`src/rtl/irq_route_pkg.sv`:
```
package irq_route_pkg;

    typedef enum logic {
        BUS_PRIMARY   = 1'b0,
        BUS_SECONDARY = 1'b1
    } bus_sel_e;

    // Fixed identification pattern held in bits 30:0 of map register k
    function automatic logic [30:0] map_reg_seed(input int unsigned k);
        logic [31:0] v;
        v = 32'h0000_07C0 | (32'(k) << 2);
        return v[30:0];
    endfunction

endpackage

```
`src/rtl/irq_index_calc.sv`:
```
module irq_index_calc
    import irq_route_pkg::*;
#(
    parameter int unsigned DEVFN_W    = 8,
    parameter int unsigned PIN_W      = 5,
    parameter int unsigned IDX_W      = 6,
    parameter int unsigned NUM_OUT    = 32,
    parameter int unsigned SEC_OFFSET = 16
) (
    input  bus_sel_e           bus,
    input  logic [DEVFN_W-1:0] devfn,
    input  logic [PIN_W-1:0]   pin,
    output logic [IDX_W-1:0]   idx,
    output logic               in_range
);

    always_comb begin
        unique case (bus)
            BUS_PRIMARY:
                idx = IDX_W'(pin) + (devfn[0] ? IDX_W'(SEC_OFFSET) : IDX_W'(0));
            BUS_SECONDARY:
                idx = IDX_W'({devfn[4:3], 2'b00}) + IDX_W'(pin);
            default:
                idx = '0;
        endcase
        in_range = (32'(idx) < NUM_OUT);
    end

endmodule

```
`src/rtl/irq_map_bank.sv`:
```
module irq_map_bank
    import irq_route_pkg::*;
#(
    parameter int unsigned NUM_REGS = 8,
    parameter int unsigned ADDR_W   = 6
) (
    input  logic                clk,
    input  logic                rst_n,
    input  logic                we,
    input  logic [ADDR_W-1:0]   addr,
    input  logic [31:0]         wdata,
    output logic [31:0]         rdata,
    output logic [NUM_REGS-1:0] en_o
);

    localparam int unsigned REG_W = ADDR_W - 3;

    logic [NUM_REGS-1:0] en_q;
    logic [30:0]         seed [NUM_REGS];
    logic [REG_W-1:0]    sel;
    logic                live;

    assign sel  = addr[ADDR_W-1:3];
    assign live = addr[2] && (32'(sel) < NUM_REGS);

    for (genvar g = 0; g < NUM_REGS; g++) begin : g_seed
        assign seed[g] = map_reg_seed(g);
    end

    always_ff @(posedge clk) begin
        if (!rst_n) begin
            en_q <= '0;
        end else if (we && live) begin
            en_q[sel] <= wdata[31];
        end
    end

    always_comb begin
        rdata = '0;
        if (live) begin
            rdata = {en_q[sel], seed[sel]};
        end
    end

    assign en_o = en_q;

endmodule

```
`src/rtl/irq_line_gate.sv`:
```
module irq_line_gate #(
    parameter int unsigned NUM_OUT  = 32,
    parameter int unsigned GROUP    = 4,
    parameter int unsigned NUM_REGS = 8,
    parameter int unsigned IDX_W    = 6
) (
    input  logic                clk,
    input  logic                rst_n,
    input  logic                req_valid,
    input  logic                req_level,
    input  logic [IDX_W-1:0]    idx,
    input  logic                in_range,
    input  logic [NUM_REGS-1:0] en,
    output logic [NUM_OUT-1:0]  irq_out
);

    localparam int unsigned LN_W = $clog2(NUM_OUT);

    logic [NUM_OUT-1:0] lvl_q;

    always_ff @(posedge clk) begin
        if (!rst_n) begin
            lvl_q <= '0;
        end else if (req_valid && in_range) begin
            lvl_q[idx[LN_W-1:0]] <= req_level;
        end
    end

    for (genvar g = 0; g < NUM_OUT; g++) begin : g_line
        assign irq_out[g] = lvl_q[g] & en[g / GROUP];
    end

endmodule

```
`src/rtl/irq_router.sv`:
```
module irq_router
    import irq_route_pkg::*;
#(
    parameter int unsigned NUM_OUT    = 32,
    parameter int unsigned GROUP      = 4,
    parameter int unsigned PIN_W      = 5,
    parameter int unsigned DEVFN_W    = 8,
    parameter int unsigned SEC_OFFSET = 16,
    localparam int unsigned NUM_REGS  = NUM_OUT / GROUP,
    localparam int unsigned ADDR_W    = $clog2(NUM_REGS) + 3
) (
    input  logic               clk,
    input  logic               rst_n,
    input  logic               req_valid,
    input  logic               req_bus,
    input  logic [DEVFN_W-1:0] req_devfn,
    input  logic [PIN_W-1:0]   req_pin,
    input  logic               req_level,
    input  logic               reg_we,
    input  logic [ADDR_W-1:0]  reg_addr,
    input  logic [31:0]        reg_wdata,
    output logic [31:0]        reg_rdata,
    output logic [NUM_OUT-1:0] irq_out
);

    localparam int unsigned IDX_W = $clog2(SEC_OFFSET + (2 ** PIN_W));

    logic [IDX_W-1:0]    line_idx;
    logic                line_ok;
    logic [NUM_REGS-1:0] en_vec;
    bus_sel_e            bus_sel;

    assign bus_sel = bus_sel_e'(req_bus);

    irq_index_calc #(
        .DEVFN_W   (DEVFN_W),
        .PIN_W     (PIN_W),
        .IDX_W     (IDX_W),
        .NUM_OUT   (NUM_OUT),
        .SEC_OFFSET(SEC_OFFSET)
    ) u_index (
        .bus     (bus_sel),
        .devfn   (req_devfn),
        .pin     (req_pin),
        .idx     (line_idx),
        .in_range(line_ok)
    );

    irq_map_bank #(
        .NUM_REGS(NUM_REGS),
        .ADDR_W  (ADDR_W)
    ) u_bank (
        .clk  (clk),
        .rst_n(rst_n),
        .we   (reg_we),
        .addr (reg_addr),
        .wdata(reg_wdata),
        .rdata(reg_rdata),
        .en_o (en_vec)
    );

    irq_line_gate #(
        .NUM_OUT (NUM_OUT),
        .GROUP   (GROUP),
        .NUM_REGS(NUM_REGS),
        .IDX_W   (IDX_W)
    ) u_gate (
        .clk      (clk),
        .rst_n    (rst_n),
        .req_valid(req_valid),
        .req_level(req_level),
        .idx      (line_idx),
        .in_range (line_ok),
        .en       (en_vec),
        .irq_out  (irq_out)
    );

endmodule

```
`config.mk`:
```
export PLATFORM = sky130hd
export DESIGN_NAME = irq_router
export DESIGN_NICKNAME = d
export VERILOG_FILES = /design/src/rtl/irq_route_pkg.sv /design/src/rtl/irq_index_calc.sv /design/src/rtl/irq_map_bank.sv /design/src/rtl/irq_line_gate.sv /design/src/rtl/irq_router.sv
export SDC_FILE = /design/constraint.sdc
export NUM_CORES = 1
export LEC_CHECK = 0
export BUFFER_PORTS_ARGS = -buffer_cell sky130_fd_sc_hd__buf_2
export CAP_MARGIN = 20
export CORE_MARGIN = 4
export CORE_UTILIZATION = 30
export DETAILED_ROUTE_END_ITERATION = 8
export PLACE_DENSITY = 0.66
export SYNTH_ARGS = -nofsm -noshare
export SYNTH_HDL_FRONTEND = slang
export SYNTH_SLANG_ARGS = --single-unit
```
`constraint.sdc`:
```
create_clock -name clk -period 1.7 [get_ports clk]
set_input_delay 0.17 -clock clk [delete_from_list [all_inputs] [get_ports clk]]
set_output_delay 0.17 -clock clk [all_outputs]
set_load 0.02 [all_outputs]
```
# After elaboration in Yosys (flattened, before gate mapping)
# Memories as Yosys holds them, arrays and structs flattened.
# Index checks and enable logic that the tools add are counted.
# word_totals
input_bits	57
memories	1
register_bits	40
word_cells	62
mem_bits_ro	248
out_inout_bits	64
# mem_list
name	depth	word_bits	rd	rd_ports_with_merged_regs	wr	line	source
(no name shown)	8	31	1	0	0	irq_map_bank.sv:41	rdata = {en_q[sel], seed[sel]};
# op_classes
addsub	2
bitwise	34
n_reduce_logical	4
magnitude_cmp	6
muxes	13
# ops
operator	n
two-way mux 31 bit	2
bitwise AND 1 bit	32
bitwise mux 32 bit	1
two-way mux 32 bit	1
case mux 6 bit (2 select lines)	1
bitwise mux 8 bit	1
adder 4 x 5 -> 6 bit	1
adder 5 x 6 -> 6 bit	1
< comparator 5 x 6 -> 1 bit (second input constant)	1
< comparator 6 bit (second input constant)	1
demux 1 bit (select 5 bit)	1
greater-or-equal comparator 5 x 1 -> 1 bit (second input constant)	1
two-way mux 5 bit	1
greater-or-equal comparator 4 bit (second input constant)	1
logical AND 1 bit	4
< comparator 3 x 4 -> 1 bit (second input constant)	1
NOT 3 -> 4 bit	1
binary-select mux 1 bit (select 3 bit)	1
demux 1 bit (select 3 bit)	1
greater-or-equal comparator 3 x 1 -> 1 bit (second input constant)	1
two-way mux 1 bit	3
NOT 1 bit	1

# Logic depth before layout (Yosys ltp)
# Gate-level depths: netlist of the first run.
# logic_depth
ltp_word	8
depth_mapped	6
depth_no_buf	6

# Cells and area by module
# Synthesis of the first run repeated with hierarchy kept, for this count alone.
# unflattened
cells_unflattened	279
hier_area_um2	2441.1
# modules_own_cells
mod	area_per_inst_um2	cells_each	seq_area_each_um2	n_inst
irq_line_gate	1595.3	174	640.6	1
irq_map_bank	686.9	88	160.2	1
irq_index_calc	158.9	17	0.0	1

# Worst setup path before layout of the first run
# OpenSTA, ideal clock, no wires.
# synth_timing
path_kind	input-to-reg
start	in req_devfn[3]
end	reg u_gate.lvl_q[10]
arrival_time_ns	1.672
n_path_buf	0
setup_slack_ns	-0.103
required_time_ns	1.569
setup_time_ns	0.131
path_stages	6
cell_sequence	ha_1 -> fa_1 -> xnor2_2 -> a32oi_2 -> o311ai_1 -> o41ai_1
# synth_via
elab_chain_cells	7
elab_cells_between_ends	10
classes_between	add/sub: 1; order compare: 3; mux: 4; reduce/logical: 2
# synth_rtl
element	line	source
from (decl)	irq_router.sv:16	input logic [DEVFN_W-1:0] req_devfn,
adder 4 x 5 -> 6 bit (*)	irq_index_calc.sv:22	idx = IDX_W'({devfn[4:3], 2'b00}) + IDX_W'(pin);
case mux 6 bit (2 select lines) (*)	irq_index_calc.sv:18	unique case (bus)
< comparator 5 x 6 -> 1 bit (not written as such) / greater-or-equal comparator 5 x 1 -> 1 bit (equally long branches)	irq_line_gate.sv:25	lvl_q[idx[LN_W-1:0]] <= req_level;
logical AND 1 bit (not written as such)	irq_line_gate.sv:25	
two-way mux 1 bit (not written as such)	irq_line_gate.sv:25	
demux 1 bit (select 5 bit)	-	
bitwise mux 32 bit	irq_line_gate.sv:25	
to (signal, indexed assignment)	irq_line_gate.sv:25	
to (decl)	irq_line_gate.sv:19	logic [NUM_OUT-1:0] lvl_q;
# Every way passes the cells marked *; elsewhere a longest branch is shown, timed or not.
# A chain may end at the register's enable or synchronous reset.

# Worst setup path in the final report of the first run
# layout_timing
start	in req_pin[2]
end	reg u_gate.lvl_q[9]
# layout_via
elab_chain_cells	7
elab_cells_between_ends	11
classes_between	add/sub: 2; order compare: 3; mux: 4; reduce/logical: 2
# layout_rtl
element	line	source
from (decl)	irq_router.sv:17	input logic [PIN_W-1:0] req_pin,
adder 5 x 6 -> 6 bit / adder 4 x 5 -> 6 bit (equally long branches)	irq_index_calc.sv:20, irq_index_calc.sv:22	
case mux 6 bit (2 select lines) (*)	irq_index_calc.sv:18	
< comparator 5 x 6 -> 1 bit (not written as such) / greater-or-equal comparator 5 x 1 -> 1 bit (equally long branches)	irq_line_gate.sv:25	
logical AND 1 bit (not written as such)	irq_line_gate.sv:25	
two-way mux 1 bit (not written as such)	irq_line_gate.sv:25	
demux 1 bit (select 5 bit)	-	
bitwise mux 32 bit	irq_line_gate.sv:25	
# Marks and branches as above.

==> metrics, run 1 <==
Critical Path Fanout Max=7; WP data arrival=1.84 ns; die height=99.2 um; crit path capture=u_gate.lvl_q[9]$_SDFFE_PN0P_; via count=2,248; peak supply drop=0.000286 V; fraction of registers with async set/reset=0; top post-synthesis cells by area=dfxtp_1 32%, o311ai_1 11%, o41ai_1 11%, buf_4 10%, and2_1 8.8%; number of H-tree levels=2; Worst Clk Skew=0 ns; fin worst setup slack=0.0276 ns; Leakage=1.26 nW; GRT Overall Usage=0.127; antenna diode count=0; Setup-failing EPs final=0; crit path launch type=primary input; clock root cell=clkbuf_8; Die Wd=99.2 um; path depth of the worst reg2reg path=3; dominant synthesized flop cell=dfxtp_1; GPL Wtd Cong=0.823; post-synthesis sequential area ratio=0.321; post-DR wirelength/cell=14.8 um; Clock Path Buffers=2; final hold slack=0.188 ns; Synth Register Bits=40; Yosys cell types=38; vias in the first global route=2,063; Vias per Instance=5.25; hold_buf cts=0; pre-CTS WS=-0.280 ns; Power, Total=2.23 mW; Layout Nets=383; Core Region=8130 um^2; crit end category=flop; max_cap viols=0; area leader, netlist=dfxtp_1; Post-Synthesis Cells=259; CP required=1.87 ns; Synth Area in Compound Gates=0.312; hpwl dp=4510 um; Slew Limit Fails=0; Tcrit/Tclk final=0.984; flop-to-flop setup slack=0.92 ns; wire length of the first global-routing pass=10,300 um; HP Class=in2reg; gr ovfl total=0; clock latency on the worst-skew pair=0.29 ns; CTS tree=done; number of port buffers=59; Yosys warning total=0; post-layout util=0.389; fill cell count=839; Post-synth EDFFs=0; CP Class=in2reg; post-route antenna net violation count=0; layout cells sized above 1=0.399; die area=9840 um^2; Worst R2R Start=u_bank.en_o[4]$_SDFFE_PN0P_; Yosys top cell area share=0.321; Mapped Avg Cell Area=9.64 um^2; drt initial violations=181; CTS Buf Count=5; Synth Area in Adders=0.0231; Detailed Route WL=6350 um; CTS clk-pin slew, worst paths=0.07 ns; DRT Pass-1 Iters=4; DRC viols=0; Area growth, synth to finish=26.6%; Final Hold Viols=0; status=finished clean; Mapped Area=2500 um^2; initial core utilization=0.307; CTS sink cnt=40; row count=33; final setup TNS=0 ns; post-synthesis mux area share=0.0301; initial antenna violation count=0; io pins=121; worst setup path start=req_pin[2]; Reg2Reg Capture Point=u_bank.en_o[4]$_SDFFE_PN0P_; highest clock rate=598 MHz; largest net degree at the start of global routing=41; RSZ-0062 raised after global routing=true; largest family of logic cells by synthesized area=compound AO/OA/AOI/OAI gates; Tmin final=1.67 ns; post-synthesis xor/xnor area fraction=0.0130; simple-gate area share of the yosys netlist=0.167; PwrDens=707 nW/um^2
## report_power, final
part,total [mW],switching (mW),internal (mW)
registers,0.945,0.00569,0.940
clock network,0.838,0.320,0.518
logic,0.451,0.298,0.154
total,2.23,0.623,1.61
## cell families (layout without fill, tap and decap cells)
group / after synthesis / in the layout
and+or+nand+nor: 70 / 70
xor gates and xnor gates: 2 / 2
buffers and inverters: 50 / 92
AOI/OAI and AO/OA: 87 / 87
DFF: 40 / 40
other: 1 / 23
muxes: 5 / 5
adders and majority gates: 4 / 4
## timing repair
action | in CTS | in global routing
resized for setup | 1 | 23
pin swaps | 0 | 0
setup buffers | 0 | 4
endpoints found under the setup margin | 1 | 21
endpoints found under the hold margin | 0 | 0
## sequential cells by signal, summed over array words and instances (netlist names)
register      cells
u_gate.lvl_q     32
u_bank.en_o       8
## synth_stat cells (all sizes together) (2+ instances only)
cell type,number
o21ai,7
a22oi,2
clkbuf,9
dfxtp,40
buf,39
nor3,2
nor2,8
nand3,2
o41ai,32
a32oi,6
nor2b,3
nand2,9
ha,3
a21boi,6
o311ai,32
mux4,2
nand2b,3
mux2i,3
nand3b,2
and2b,3
and2,35
## worst min-delay path by stage
stage                             startpoint                            end  cells after the start
2_1_floorplan                      req_level   u_gate.lvl_q[1]$_SDFFE_PN0P_                      2
5_1_grt                        reg_wdata[31]    u_bank.en_o[5]$_SDFFE_PN0P_                      3
3_3_place_gp    u_gate.lvl_q[7]$_SDFFE_PN0P_   u_gate.lvl_q[7]$_SDFFE_PN0P_                      2
6_report                       reg_wdata[31]    u_bank.en_o[5]$_SDFFE_PN0P_                      3
3_5_place_dp   u_gate.lvl_q[11]$_SDFFE_PN0P_  u_gate.lvl_q[11]$_SDFFE_PN0P_                      2
4_1_cts                        reg_wdata[31]    u_bank.en_o[4]$_SDFFE_PN0P_                      3
## per-layer routing
layer	wire [um]	global-route usage	vias up
met3	345	0.0281	5
met4	56	0.0315	0
met1	2950	0.185	1085
met2	3000	0.189	65
li1	-	-	1093
met5	0	0	-
## final cells by class
| type | count | area (um^2) | share of cell area |
|---|---|---|---|
| repair buffers | 83 | 517 | 0.163 |
| well taps | 105 | 131 | 0.0416 |
| inverters | 1 | 3.75 | 0.00119 |
| multi-input cells | 191 | 1560 | 0.494 |
| clock buffers | 7 | 96.3 | 0.0305 |
| clock inverters | 1 | 30.0 | 0.00950 |
| flip-flops and latches | 40 | 821 | 0.260 |
## cell usage in the layout (no fill, tap or decap), types with 4 or more instances in the layout
cell,count
buf_2,59
and2_1,35
o41ai_1,32
dfxtp_1,32
o311ai_1,24
conb_1,23
buf_4,20
nand2_1,9
nor2_1,8
o311ai_2,8
clkbuf_8,7
o21ai_0,6
a21boi_0,6
a32oi_2,5
dfxtp_2,4
dfxtp_4,4
## stage by stage
| stage | std cells | cell area, um^2 |
|---|---|---|
| finish | 428 | 3160 |
| detailed placement | 416 | 2900 |
| global route | 428 | 3160 |
| floorplan | 281 | 2610 |
| global placement | 416 | 2900 |
| CTS | 424 | 3030 |
## worst max-delay path: stages
cell      delay [ns]
buf_2           0.12
ha_4            0.16
fa_2            0.42
xnor2_2         0.32
a32oi_2         0.25
o311ai_1        0.29
o41ai_1         0.11
Note: power is estimated with default switching activity, not from simulation.
==> run 2: changes to the inputs <==
--- a/config.mk
+++ b/config.mk
@@ -7,10 +7,12 @@
 export LEC_CHECK = 0
 export BUFFER_PORTS_ARGS = -buffer_cell sky130_fd_sc_hd__buf_2
 export CAP_MARGIN = 20
+export CORE_ASPECT_RATIO = 1.1
 export CORE_MARGIN = 4
 export CORE_UTILIZATION = 30
 export DETAILED_ROUTE_END_ITERATION = 8
 export PLACE_DENSITY = 0.66
 export SYNTH_ARGS = -nofsm -noshare
 export SYNTH_HDL_FRONTEND = slang
+export SYNTH_HIERARCHICAL = 1
 export SYNTH_SLANG_ARGS = --single-unit
==> run 2 against run 1 <==
Sequential power grew 0.7%. Global-route usage shrank 0.71 points. Die area shrank 2.2%. Register-to-register slack is essentially flat. Critical path depth grew 1. Area after synthesis shrank 2.5%. Non-clock buffer count shrank 15. Synthesized cell count grew 7.3%. Critical endpoint is now u_gate/lvl_q[22]$_SDFFE_PN0P_. Largest cell class unchanged.
==> metrics, run 2 <==
Leakage=1.31 nW (+3.9%); Worst Clk Skew=0 ns (unchanged); RSZ-0062 raised after global routing=true; PwrDens=715 nW/um^2 (+1.1%); CTS clk-pin slew, worst paths=0.07 ns (about the same); Yosys warning total=6 (+6); area of placed instances=2710 um^2 (-6.7%); design area=2880 um^2 (-8.8%); DRC viols=0 (unchanged); Critical Path Fanout Max=8 (+1); commonest non-fill, non-tap cells in the layout=57 x buf_2, 37 x dfxtp_1, 36 x nand2_1; Post-Synthesis Cells=278 (+7.3%); Finished Layout Cells=436 (+1.9%); Area growth, synth to finish=18.3%; Mapped Avg Cell Area=8.76 um^2 (-9.1%); Tmin final=1.69 ns (+0.0129 ns); Power, Total=2.06 mW (-7.9%); CTS sink cnt=40 (unchanged); initial antenna violation count=0 (unchanged); Setup-failing EPs final=0 (unchanged); vias in the first global route=1,958 (-5.1%); die area=9620 um^2 (-2.2%); Core Region=7910 um^2 (-2.7%); DRT Pass-1 Iters=4 (unchanged); Die Wd=93.9 um (-5.4%); initial core utilization=0.308 (+0.000841); WP data arrival=1.85 ns (about the same); max_cap viols=0 (unchanged); Final Hold Viols=0 (unchanged); commonest non-fill, non-tap cell in the layout=buf_2; drt initial violations=86 (-52%); peak supply drop=0.000494 V (+72%); antenna diode count=0 (unchanged); CTS Buf Count=5 (unchanged); die height=102 um (+3.3%); Mapped Area=2430 um^2 (-2.5%); Slew Limit Fails=0 (unchanged); io pins=121 (unchanged); Layout Nets=388 (+1.3%); Clock Path Buffers=2 (unchanged); CP delay by family, top=adder cells; hold_buf cts=0 (unchanged); largest net degree at the start of global routing=33 (-20%); slowest stage delay, CP=0.45 ns (+0.03 ns); gr ovfl total=0 (unchanged); CP required=1.86 ns (about the same); highest clock rate=593 MHz (-0.76%); HP Class=in2reg; clock latency on the worst-skew pair=0.28 ns (about the same); final hold slack=0.203 ns (+0.0153 ns); hpwl dp=4420 um (-1.9%); post-DR wirelength/cell=13.2 um (-11%); dpl cells=426 (+2.4%); status=finished clean; number of flip-flops under the largest register name=32 (unchanged); crit path launch type=primary input; Vias per Instance=4.76 (-9.4%); Detailed Route WL=5770 um (-9.1%); row count=34 (+3.0%); GRT Overall Usage=0.119 (-0.00708); GPL Wtd Cong=0.803 (-2.4%); crit path max-delay cell type=fa_2; crit end category=flop; CP Class=in2reg; post-route antenna net violation count=0 (unchanged); layout cells sized above 1=0.296 (-0.104); number of port buffers=59 (unchanged); number of H-tree levels=2 (unchanged); clock root cell=clkbuf_8; critical path, cell by cell=buf_8 > ha_4 > fa_2 > mux2_4 > nand3b_1 > buf_4 > o211ai_1 > o31ai_1; wire length of the first global-routing pass=9330 um (-9.3%); Biggest register=u_gate/lvl_q; CTS tree=done; Worst Path Buf+Inv=2 (+1); via count=2,075 (-7.7%); Tcrit/Tclk final=0.991 (+0.00756)
## run 2: timing repair
item                                    in CTS  in global routing
setup buffers                                0                  3
endpoints found under the setup margin       1                 30
resized for setup                            1                 12
pin swaps                                    0                  7
## run 2: final timing paths
path,slack [ns],depth (start not counted),to,start
max,0.01,8,u_gate/lvl_q[22]$_SDFFE_PN0P_,req_pin[2]
min,0.20,3,u_bank/en_o[5]$_SDFFE_PN0P_,reg_wdata[31]
max reg2reg,0.93,2,u_bank/en_o[2]$_SDFFE_PN0P_,u_bank/en_o[2]$_SDFFE_PN0P_
min reg2reg,0.45,2,u_gate/lvl_q[19]$_SDFFE_PN0P_,u_gate/lvl_q[19]$_SDFFE_PN0P_
## run 2: worst reg2reg max path: cells and delay by family (launching register included)
kind | cells | cell delay (ns)
DFF | 1 | 0.43
AOI/OAI and AO/OA | 2 | 0.28
## run 2: cell type report
| cell class | instances | area (um^2) |
|---|---|---|
| fill | 832 | 5030 |
| inverter | 2 | 7.51 |
| timing repair buffer | 68 | 392 |
| tap | 108 | 135 |
| clock inverter | 2 | 35.0 |
| clock buffer | 6 | 72.6 |
| sequential | 40 | 805 |
| multi-input combinational | 210 | 1440 |
## run 2: routing by layer
| layer | global-route usage | vias up | part of all wire |
|---|---|---|---|
| met1 | 0.143 | 970 | 0.41 |
| li1 | - | 1022 | - |
| met3 | 0.0250 | 10 | 0.065 |
| met4 | 0.0356 | 0 | 0.018 |
| met5 | 0 | - | 0 |
| met2 | 0.214 | 73 | 0.51 |
## run 2: stage by stage
step	util	setup TNS, ns	setup WS, ns
floorplan	-	-0.244	-0.0678
CTS	0.356	0	0.00632
global placement	0.342	-5.97	-0.228
global route	0.364	-0.310	-0.0594
finish	0.364	0	0.0148
detailed placement	0.342	-6.72	-0.269
## run 2: where the power goes
| group | internal [mW] | switching, mW | leakage (nW) | total [mW] |
|---|---|---|---|---|
| Sequential | 0.946 | 0.00640 | 0.324 | 0.952 |
| Combinational | 0.126 | 0.233 | 0.934 | 0.359 |
| Clock | 0.435 | 0.313 | 0.0552 | 0.748 |
==> run 3: changes to the inputs <==
--- a/config.mk
+++ b/config.mk
@@ -7,7 +7,7 @@
 export LEC_CHECK = 0
 export BUFFER_PORTS_ARGS = -buffer_cell sky130_fd_sc_hd__buf_2
 export CAP_MARGIN = 20
-export CORE_ASPECT_RATIO = 1.1
+export CORE_ASPECT_RATIO = 1.25
 export CORE_MARGIN = 4
 export CORE_UTILIZATION = 30
 export DETAILED_ROUTE_END_ITERATION = 8
==> run 3 against run 2 <==
Total power is 5.2% lower. Flip-flop and latch count is the same. Die area about the same. Combinational power shrank 3%. Non-clock buffer count up 4. Global-route usage decreased by 0.11 points. Clock skew unchanged.
==> metrics, run 3 (synthesized netlist as in run 2, its figures left out) <==
fill cell count=828 (-0.48%); dpl cells=413 (-3.1%); peak supply drop=0.000336 V (-32%); DRT Pass-1 Iters=5 (+1); Clock Path Buffers=2 (unchanged); hpwl dp=4530 um (+2.5%); Slew Limit Fails=0 (unchanged); CP Class=in2reg; max_cap viols=0 (unchanged); post-route antenna net violation count=0 (unchanged); CTS clk-pin slew, worst paths=0.08 ns (about the same); Critical Path Fanout Max=8 (unchanged); gr ovfl total=0 (unchanged); RSZ-0062 raised after global routing=true; WP data arrival=1.81 ns (-0.04 ns); Tcrit/Tclk final=0.959 (-0.0323); fin worst setup slack=0.0696 ns (+0.0549 ns); pre-CTS WS=-0.260 ns (+0.00888 ns); commonest non-fill, non-tap cell in the layout=buf_2; status=finished clean; commonest non-fill, non-tap cells in the layout=56 x buf_2, 36 x nand2_1, 36 x dfxtp_1; drt initial violations=130 (+51%); antenna diode count=0 (unchanged); CTS tree=done; highest clock rate=613 MHz (+3.4%); largest net degree at the start of global routing=19 (-42%); Setup-failing EPs final=0 (unchanged); wire length of the first global-routing pass=9050 um (-3.0%); number of H-tree levels=2 (unchanged); slowest stage delay, CP=0.35 ns (-0.10 ns); final setup TNS=0 ns (unchanged); Area growth, synth to finish=17.9%; post-DR wirelength/cell=13.9 um (+5.2%); Tmin final=1.63 ns (-0.0549 ns); Layout Nets=392 (+1.0%); initial core utilization=0.311 (+0.00295); die area=9630 um^2 (about the same); io pins=121 (unchanged); crit path max-delay cell type=fa_2; row count=36 (+5.9%); number of port buffers=59 (unchanged); Detailed Route WL=5940 um (+3.0%); Biggest register=u_gate/lvl_q; layout cells sized above 1=0.316 (+0.0205); PwrDens=680 nW/um^2 (-4.8%); hold_buf cts=0 (unchanged); CP required=1.88 ns (+0.02 ns); vias in the first global route=1,889 (-3.5%); die height=109 um (+6.1%); Worst Path Buf+Inv=2 (unchanged); crit end category=flop; critical path, cell by cell=buf_8 > ha_4 > fa_2 > xnor2_2 > a21oi_1 > buf_4 > nand3b_1 > o211ai_1 > o31ai_2; initial antenna violation count=0 (unchanged); CTS sink cnt=40 (unchanged); CTS Buf Count=5 (unchanged); number of flip-flops under the largest register name=32 (unchanged); Die Wd=88.6 um (-5.7%); Core Region=7840 um^2 (-0.95%); final hold slack=0.203 ns (+0.000278 ns); CP delay by family, top=compound AO/OA/AOI/OAI gates; clock root cell=clkbuf_8; Final Hold Viols=0 (unchanged); Finished Layout Cells=427 (-2.1%); DRC viols=0 (unchanged); GRT Overall Usage=0.118 (-0.00109); HP Class=in2reg; clock latency on the worst-skew pair=0.29 ns (about the same); crit path launch type=primary input; GPL Wtd Cong=0.755 (-6.0%); Vias per Instance=4.76 (about the same); via count=2,033 (-2.0%); Leakage=1.31 nW (+0.14%); Worst Clk Skew=0 ns (unchanged); post-layout util=0.366 (+0.00221)
run 3: cell types whose count changed in the layout (fill, tap and decap cells not counted), moves of 2 or more:
| cell | change |
|---|---|
| buf_4 | +6 |
| clkinvlp_4 | +2 |
| o31ai_2 | +3 |
| o31ai_1 | -3 |
run 3: final cells by class:
cell class / count / area (um^2) / share of cell area
flip-flops and latches: 40 / 808 / 0.281
repair buffers: 72 / 412 / 0.143
multi-input cells: 210 / 1430 / 0.499
inverters: 2 / 7.51 / 0.00261
clock inverters: 3 / 23.8 / 0.00828
clock buffers: 5 / 68.8 / 0.0240
well taps: 95 / 119 / 0.0414
run 3: report_power, final:
part / switching [mW] / total (mW) / internal [mW]
clock: 0.363 / 0.654 / 0.291
combinational: 0.228 / 0.348 / 0.120
sequential: 0.00622 / 0.950 / 0.944
run 3: tightest hold or removal path, cell delays in order:
cell and delay (ns):
buf_2 0.15, nand3_1 0.08, a21oi_1 0.05
run 3: layer usage:
layer  share of wire  global-route usage
met1            0.44               0.148
met2            0.50               0.205
met3           0.061              0.0257
met4          0.0061              0.0292
met5               0                   0
run 3: worst paths after layout:
kind / cells past startpoint / endpoint / from / slack [ns]
setup / recovery: 9 / u_gate/lvl_q[27]$_SDFFE_PN0P_ / req_pin[2] / 0.07
setup reg to reg: 2 / u_bank/en_o[3]$_SDFFE_PN0P_ / u_bank/en_o[3]$_SDFFE_PN0P_ / 0.95
hold / removal: 3 / u_bank/en_o[1]$_SDFFE_PN0P_ / reg_wdata[31] / 0.20
hold reg to reg: 2 / u_gate/lvl_q[19]$_SDFFE_PN0P_ / u_gate/lvl_q[19]$_SDFFE_PN0P_ / 0.46
run 3: what timing repair did:
| action | 4_1_cts | 5_1_grt |
|---|---|---|
| pin swaps | 0 | 6 |
| gates cloned | 0 | 0 |
| gates resized for setup | 2 | 14 |
| endpoints found under the setup margin | 1 | 15 |
| buffers inserted | 0 | 6 |
run 3: per-stage QoR:
step	instance area, um^2	power (mW)
3_5_place_dp	2680	1.29
6_report	2870	1.95
4_1_cts	2770	1.94
2_1_floorplan	2540	1.27
3_3_place_gp	2680	1.28
5_1_grt	2870	2.04
